### src/rtl/hsdiv_pkg.sv
package hsdiv_pkg;

   // Default geometry of the divider controller
   localparam int unsigned HSD_FRAC_W_DEF = 3;
   localparam int unsigned HSD_P_W_DEF    = 6;
   localparam int unsigned HSD_P_MIN_DEF  = 9;
   localparam int unsigned HSD_P_MAX_DEF  = 20;

   // Smallest legal command (twice the ratio) for a given geometry
   function automatic int unsigned hsd_cmd_lo(int unsigned p_min, int unsigned frac_w);
      return p_min << frac_w;
   endfunction

   // Largest legal command (twice the ratio) for a given geometry
   function automatic int unsigned hsd_cmd_hi(int unsigned p_max, int unsigned frac_w);
      return (p_max << frac_w) + ((1 << frac_w) - 1);
   endfunction

endpackage

### src/rtl/hsdiv_cmd_decode.sv
module hsdiv_cmd_decode
   import hsdiv_pkg::*;
#(
   parameter int unsigned FRAC_W = HSD_FRAC_W_DEF,
   parameter int unsigned P_W    = HSD_P_W_DEF,
   parameter int unsigned P_MIN  = HSD_P_MIN_DEF,
   parameter int unsigned P_MAX  = HSD_P_MAX_DEF,
   localparam int unsigned CMD_W = P_W + FRAC_W
) (
   input  logic [CMD_W-1:0]  cmd_i,
   output logic [P_W-1:0]    p_o,
   output logic [FRAC_W-1:0] s_o
);

   localparam int unsigned CMD_LO = hsd_cmd_lo(P_MIN, FRAC_W);
   localparam int unsigned CMD_HI = hsd_cmd_hi(P_MAX, FRAC_W);

   logic [CMD_W-1:0] cmd_lim;

   // Clamp the command into the legal span, then split it
   always_comb begin
      if (cmd_i < CMD_W'(CMD_LO))
         cmd_lim = CMD_W'(CMD_LO);
      else if (cmd_i > CMD_W'(CMD_HI))
         cmd_lim = CMD_W'(CMD_HI);
      else
         cmd_lim = cmd_i;
   end

   assign p_o = cmd_lim[CMD_W-1:FRAC_W];
   assign s_o = cmd_lim[FRAC_W-1:0];

endmodule

### src/rtl/hsdiv_cycle_cnt.sv
module hsdiv_cycle_cnt
   import hsdiv_pkg::*;
#(
   parameter int unsigned FRAC_W = HSD_FRAC_W_DEF,
   parameter int unsigned P_W    = HSD_P_W_DEF,
   parameter int unsigned P_MIN  = HSD_P_MIN_DEF
) (
   input  logic              clk,
   input  logic              rst_n,
   input  logic [P_W-1:0]    p_new_i,
   input  logic [FRAC_W-1:0] s_new_i,
   output logic              reload_o,
   output logic [P_W-1:0]    idx_nx_o,
   output logic [FRAC_W-1:0] s_nx_o
);

   logic [P_W-1:0]    p_cur;
   logic [FRAC_W-1:0] s_cur;
   logic [P_W-1:0]    idx;

   // Last period of the running division cycle
   assign reload_o = (idx == (p_cur - P_W'(1)));
   assign idx_nx_o = reload_o ? '0 : idx + P_W'(1);
   assign s_nx_o   = reload_o ? s_new_i : s_cur;

   // Reset parks the index on the last period so the first edge reloads
   always_ff @(posedge clk or negedge rst_n) begin
      if (!rst_n) begin
         p_cur <= P_W'(P_MIN);
         s_cur <= '0;
         idx   <= P_W'(P_MIN - 1);
      end else begin
         idx <= idx_nx_o;
         if (reload_o) begin
            p_cur <= p_new_i;
            s_cur <= s_new_i;
         end
      end
   end

endmodule

### src/rtl/hsdiv_mode_gen.sv
module hsdiv_mode_gen
   import hsdiv_pkg::*;
#(
   parameter int unsigned FRAC_W = HSD_FRAC_W_DEF,
   parameter int unsigned P_W    = HSD_P_W_DEF
) (
   input  logic              clk,
   input  logic              rst_n,
   input  logic              reload_i,
   input  logic [P_W-1:0]    idx_nx_i,
   input  logic [FRAC_W-1:0] s_nx_i,
   output logic              mode_o,
   output logic              div_o
);

   logic [P_W-1:0] s_wide;
   assign s_wide = P_W'(s_nx_i);

   // Mode for the period that starts at this edge; pulse marks the reload
   always_ff @(posedge clk or negedge rst_n) begin
      if (!rst_n) begin
         mode_o <= 1'b0;
         div_o  <= 1'b0;
      end else begin
         mode_o <= (idx_nx_i < s_wide);
         div_o  <= reload_i;
      end
   end

endmodule

### src/rtl/hsdiv_ctrl.sv
module hsdiv_ctrl
   import hsdiv_pkg::*;
#(
   parameter int unsigned FRAC_W = HSD_FRAC_W_DEF,
   parameter int unsigned P_W    = HSD_P_W_DEF,
   parameter int unsigned P_MIN  = HSD_P_MIN_DEF,
   parameter int unsigned P_MAX  = HSD_P_MAX_DEF,
   localparam int unsigned CMD_W = P_W + FRAC_W
) (
   input  logic             clk,
   input  logic             rst_n,
   input  logic [CMD_W-1:0] ratio_cmd,
   output logic             mode_out,
   output logic             div_out
);

   // Elaboration-time checks on the geometry
   generate
      if (FRAC_W < 1)
         $error("hsdiv_ctrl: FRAC_W must be at least 1");
      if (P_MIN < 2)
         $error("hsdiv_ctrl: P_MIN must be at least 2");
      if (P_MIN < (1 << FRAC_W) - 1)
         $error("hsdiv_ctrl: P_MIN must cover the largest swallow count");
      if (P_MAX < P_MIN)
         $error("hsdiv_ctrl: P_MAX below P_MIN");
      if (P_MAX >= (1 << P_W))
         $error("hsdiv_ctrl: P_MAX does not fit in P_W bits");
   endgenerate

   logic [P_W-1:0]    p_dec;
   logic [FRAC_W-1:0] s_dec;
   logic              reload;
   logic [P_W-1:0]    idx_nx;
   logic [FRAC_W-1:0] s_nx;

   hsdiv_cmd_decode #(
      .FRAC_W (FRAC_W),
      .P_W    (P_W),
      .P_MIN  (P_MIN),
      .P_MAX  (P_MAX)
   ) u_dec (
      .cmd_i  (ratio_cmd),
      .p_o    (p_dec),
      .s_o    (s_dec)
   );

   hsdiv_cycle_cnt #(
      .FRAC_W (FRAC_W),
      .P_W    (P_W),
      .P_MIN  (P_MIN)
   ) u_cnt (
      .clk      (clk),
      .rst_n    (rst_n),
      .p_new_i  (p_dec),
      .s_new_i  (s_dec),
      .reload_o (reload),
      .idx_nx_o (idx_nx),
      .s_nx_o   (s_nx)
   );

   hsdiv_mode_gen #(
      .FRAC_W (FRAC_W),
      .P_W    (P_W)
   ) u_mode (
      .clk      (clk),
      .rst_n    (rst_n),
      .reload_i (reload),
      .idx_nx_i (idx_nx),
      .s_nx_i   (s_nx),
      .mode_o   (mode_out),
      .div_o    (div_out)
   );

endmodule

### config.mk
export PLATFORM = sky130hd
export DESIGN_NAME = hsdiv_ctrl
export DESIGN_NICKNAME = d
export VERILOG_FILES = /design/src/rtl/hsdiv_pkg.sv /design/src/rtl/hsdiv_cmd_decode.sv /design/src/rtl/hsdiv_cycle_cnt.sv /design/src/rtl/hsdiv_mode_gen.sv /design/src/rtl/hsdiv_ctrl.sv
export SDC_FILE = /design/constraint.sdc
export NUM_CORES = 1
export LEC_CHECK = 0
export BUFFER_PORTS_ARGS = -buffer_cell sky130_fd_sc_hd__buf_2
export CAP_MARGIN = 10
export CELL_PAD_IN_SITES_DETAIL_PLACEMENT = 2
export CELL_PAD_IN_SITES_GLOBAL_PLACEMENT = 2
export CORE_MARGIN = 2
export CORE_UTILIZATION = 36
export DETAILED_ROUTE_END_ITERATION = 10
export PLACE_DENSITY = 0.77
export SLEW_MARGIN = 20
export SYNTH_ARGS = -nofsm -noshare
export SYNTH_HDL_FRONTEND = slang
export SYNTH_HIERARCHICAL = 1
export SYNTH_SLANG_ARGS = --single-unit
### constraint.sdc
create_clock -name clk -period 3.04 [get_ports clk]
set_input_delay 0.456 -clock clk [delete_from_list [all_inputs] [get_ports clk]]
set_output_delay 0.456 -clock clk [all_outputs]
set_load 0.01 [all_outputs]
; Word-level counts from Yosys, hierarchy flattened
; Cells that the tools add are included.
[classes]
mux = 4
addsub = 2
n_lt_le_gt_ge = 3
n_eq_ne = 1
[op_table]
columns = cell, count
row1 = $mux W9, 2
row2 = $gt A9 B8 Y1 const B, 1
row3 = $lt A9 B7 Y1 const B, 1
row4 = $add A6 B1 Y6 const B, 1
row5 = $eq A6 B6 Y1, 1
row6 = $lt A6 B3 Y1, 1
row7 = $mux W6, 1
row8 = $sub A6 B1 Y6 const B, 1
row9 = $mux W3, 1
[totals]
elab_cells = 15
ff_bits = 17
in_bits = 11
output_inout_bits = 2

; Depth between registers and ports, before layout
[depth]
word_depth = 5
mapped_depth = 11
mapped_depth_nobuf = 10

; Hierarchy
; The synthesis kept the hierarchy.
[modules_own_cells]
columns = module, area_each_um2, cells_each, instances, seq_area_each_um2
row1 = hsdiv_cycle_cnt, 780.7, 62, 1, 379.1
row2 = hsdiv_cmd_decode, 215.2, 36, 1, 0.0
row3 = hsdiv_mode_gen, 115.1, 10, 1, 50.0

; Worst setup path after synthesis
; No wires, ideal clock.
[synth_path]
path_type = register -> register
startpoint = register u_cnt.p_cur[0]
endpoint = register u_mode.mode_o
period_less_slack_ns = 2.667
path_buffers = 1
setup_ns = 0.065
stages_incl_launch_ff = 12
arrival_ns = 2.602
path_slack_ns = 0.373
required_time_ns = 2.975
cell_sequence = dfstp_2 -> inv_1 -> ha_1 -> xnor2_1 -> xnor2_1 -> a2111oi_4 -> buf_6 -> mux2_4 -> inv_1 -> ha_1 -> o21ai_0 -> o21a_1
[synth_between]
elab_chain_len = 4
word_cells_on_any_way = 5
cone_classes = add/sub (1) / order compare (1) / eq/ne (1) / mux (2)
[synth_rtl]
columns = item, line_no
row1 = start: declaration, hsdiv_cycle_cnt.sv:17  ; logic [P_W-1:0] p_cur;
row2 = start signal: assignment, hsdiv_cycle_cnt.sv:29  ; p_cur <= P_W'(P_MIN);
row3 = start signal: assignment, hsdiv_cycle_cnt.sv:35  ; p_cur <= p_new_i;
row4 = $sub A6 B1 Y6, hsdiv_cycle_cnt.sv:22  ; assign reload_o = (idx == (p_cur - P_W'(1)));
row5 = $eq A6 B6 Y1, hsdiv_cycle_cnt.sv:22
row6 = net reload, hsdiv_ctrl.sv:33  ; logic reload;
row7 = $mux W3, hsdiv_cycle_cnt.sv:24  ; assign s_nx_o = reload_o ? s_new_i : s_cur;
row8 = net s_nx[1], hsdiv_ctrl.sv:35  ; logic [FRAC_W-1:0] s_nx;
row9 = $lt A6 B3 Y1, hsdiv_mode_gen.sv:25  ; mode_o <= (idx_nx_i < s_wide);
row10 = end signal: assignment, hsdiv_mode_gen.sv:25
row11 = end: declaration, hsdiv_mode_gen.sv:12  ; output logic mode_o,
; The timed path passes the listed nets, and every way through them passes these cells.
; A chain may end at the register's enable or synchronous reset.

; Final worst setup path
[layout_path]
startpoint = register u_cnt.p_cur[0]
endpoint = register u_mode.mode_o
[layout_between]
elab_chain_len = 4
word_cells_on_any_way = 5
cone_classes = add/sub (1) / order compare (1) / eq/ne (1) / mux (2)
[layout_rtl]
columns = item, line_no
row1 = $sub A6 B1 Y6, hsdiv_cycle_cnt.sv:22
row2 = $eq A6 B6 Y1, hsdiv_cycle_cnt.sv:22
row3 = net reload, hsdiv_ctrl.sv:33
row4 = $mux W6, hsdiv_cycle_cnt.sv:23  ; assign idx_nx_o = reload_o ? '0 : idx + P_W'(1);
row5 = net idx_nx[2], hsdiv_ctrl.sv:34  ; logic [P_W-1:0] idx_nx;
row6 = $lt A6 B3 Y1, hsdiv_mode_gen.sv:25
; The timed path passes the listed nets, and every way through them passes these cells.

==> run metrics <==
Post-DP Area 1180 sq um; Mapped Area 1110 sq um; Synth Area in XOR/XNOR 8.67%; #FFs+latches synth 17; met1 Usage GRT 20.2%; Distinct cells, synth 34; worst-path cell chain inv_1, ha_1, xnor2_1, xnor2_1, a2111oi_4, buf_4, nor2_1, ha_1, o21ai_0, o21a_1; met2 GRT Util 24.5%; I/O pins 13; Cells after Synth 108; peak per-stage delay on the critical path 0.59 ns; Final Util 40.1%; critical path data arrival time 2.93 ns; Via Count 798; fraction of layout cells with a size suffix above 1 30.0%; area grow syn2layout 8.45%; Pwr Density 319 nW/um^2; CP Max Fanout 11; setup TNS 0 ns; Root Buffer clkbuf_4; post-DR wirelength/cell 15.3 um; mux cell area share after synthesis 10.1%; Starting Density 37.0%; non-filler cells, final 153; Slew HR 62.2%; complex-gate fraction of the synthesized area 13.5%; # diodes 0; top cell type's share of synthesized area 31.5%; Synth Warn # 6; Worst Path Required 3.23 ns; MaxCap Viol Count 0; first-pass GRT wire length 3.97 mm; total global routing overflow 0; largest net degree at the start of global routing 18; RSZ-0062 raised after global routing false; CTS Buffer Depth 2; met3 usage 4.15%; worst hold path type input port to asynchronous set/reset pin; Final setup viols 0; largest family of logic cells by synthesized area simple AND/OR/NAND/NOR gates; Core Region 3000 sq um; gr usage total 15.1%; latest clock arrival within the worst-skew pair 0.29 ns; Leak 0.517 nW; pre-CTS setup slack 0.258 ns; final wirelength 2.34 mm; Hold Fails Final Rpt 0; drt pass-1 iters 4; post-CTS sizing 0; Num CTS Buffers 3; Final Net Count 136; HPWL after DPL 1.81 mm; Post CTS Setup Buffer Count 0; worst slew pin tran 0.567 ns; initial antenna violation count 0; Worst Setup Start Kind flip-flop; slowest stage cell, crit path a2111oi_4; WS Path Type flip-flop to flip-flop; Die H 59.6 um; Setup crit end kind flip-flop; port buffer count 12; ranking of synthesized cells by area dfrtp_1 (32%), dfstp_2 (7.1%), mux2_2 (6.1%); period utilization 90.3%; FF-to-FF setup slack 0.30 ns; vias in the first global route 860; Top Family by Delay on Critical Path compound AO/OA/AOI/OAI gates; Seq/Total Area, Yosys 38.6%; VDD IR-drop max 155 uV; syn_nets 123; status completed; Buf/Inv on CP 2; vias per std cell 5.22; clock period minus worst slack 2.74 ns; die area 3550 sq um; initial DRC count 6; leading area contributor after synthesis dfrtp_1; Post-Synth Adder-Cell Area 4.50%; Finished Cell Area 1200 sq um; achievable clock frequency 364 MHz; Clk pin slew, worst setup/hold paths 0.10 ns; Avg Cell Area, Syn 10.3 sq um; worst setup margin 0.295 ns; DRC violations left 0; Pins Over Slew Limit 0; H-tree levels 1; remaining antenna violation count 0; CTS tree done; Placed Cells 149; hold buffers post-CTS 0; Site Rows 20; die width 59.6 um; GP Congestion 0.756; clk sink count 17; global route hottest layer met2; Clock Skew 0.00233 ns; Post-Synth Simple-Gate Area 18.0%
-- synthesized netlist by cell type --
| master | count |
|---|---|
| conb_1 | 1 |
| o21ai_0 | 4 |
| buf_2 | 1 |
| inv_1 | 7 |
| and2b_1 | 1 |
| a21oi_1 | 6 |
| nor3_1 | 3 |
| mux2_4 | 3 |
| o22ai_1 | 3 |
| mux2_2 | 6 |
| or2_1 | 3 |
| nand2_1 | 2 |
| dfstp_2 | 3 |
| xnor2_1 | 6 |
| nor2_1 | 11 |
| xor2_1 | 5 |
| nor3b_2 | 1 |
| nor4_2 | 1 |
| o21bai_1 | 2 |
| and2b_2 | 1 |
| o21a_1 | 1 |
| buf_6 | 2 |
| ha_1 | 4 |
| a211oi_1 | 3 |
| or3_4 | 1 |
| dfrtp_1 | 14 |
| a2111oi_4 | 1 |
| and2_1 | 1 |
| nor2b_1 | 2 |
| nand3_1 | 3 |
| o21ai_2 | 1 |
| nor3b_1 | 2 |
| nor3_4 | 1 |
| buf_4 | 2 |
-- sequential cells by signal, indices dropped and copies added (netlist names) --
name	count
u_cnt/idx	6
u_cnt/p_cur	6
u_cnt/s_cur	3
u_mode/div_o	1
u_mode/mode_o	1
-- final timing paths --
check / from / to / depth (start not counted)
max: u_cnt/p_cur[0] / u_mode/mode_o / 10
min: rst_n / u_cnt/p_cur[5] / 1
max reg2reg: u_cnt/p_cur[0] / u_mode/mode_o / 10
min reg2reg: u_cnt/s_cur[1] / u_cnt/s_cur[1] / 1
max in group asynchronous: rst_n / u_cnt/p_cur[3] / 1
min in group clk: u_cnt/s_cur[1] / u_cnt/s_cur[1] / 1
-- stage by stage --
stage,hold WS (ns),total power [W]
3_3_place_gp,0.394,0.000266
5_1_grt,0.0723,0.000408
6_report,0.0645,0.000385
2_1_floorplan,0.160,0.000253
4_1_cts,0.0666,0.000397
3_5_place_dp,0.405,0.000268
-- logic make-up (layout without fill, tap and decap cells) --
family                     Yosys count  in the layout
AOI/OAI and AO/OA                   21             21
DFF                                 17             17
muxes                                9              9
xor gates and xnor gates            11             11
adders and majority gates            4              4
buffers and inverters               12             24
other                                1              1
and+or+nand+nor                     33             33
-- power by group --
part	switching (W)	leakage [nW]	internal, W
logic	0.0000222	0.287	0.0000144
registers	0	0.212	0.000226
clock network	0.0000731	0.0177	0.0000489
-- metal layers --
metal	vias up	wire, um
li1	393	-
met1	396	1100
met2	7	1170
met3	2	57
met4	0	13
met5	-	0
-- cell usage in the layout (no fill, tap or decap), drive strengths merged, types with 2 or more instances in the layout --
cell type | netlist | final
nor2 | 11 | 11
dfstp | 3 | 3
dfrtp | 14 | 14
nor3 | 4 | 4
mux2 | 9 | 9
nor2b | 2 | 2
nand2 | 2 | 2
and2b | 2 | 2
o21ai | 5 | 5
clkbuf | 0 | 3
nor3b | 3 | 3
or2 | 3 | 3
buf | 5 | 13
a21oi | 6 | 6
a211oi | 3 | 3
nand3 | 3 | 3
ha | 4 | 4
xor2 | 5 | 5
xnor2 | 6 | 6
o21bai | 2 | 2
o22ai | 3 | 3
inv | 7 | 7
-- layout make-up --
| class | instances | area (sq um) |
|---|---|---|
| Multi-Input combinational cell | 79 | 613 |
| Clock inverter | 1 | 5.00 |
| Clock buffer | 3 | 22.5 |
| Fill cell | 339 | 1800 |
| Timing Repair Buffer | 13 | 67.6 |
| Inverter | 7 | 26.3 |
| Tap cell | 33 | 41.3 |
| Sequential cell | 17 | 429 |
No activity file was read; power rests on OpenSTA's default activity.
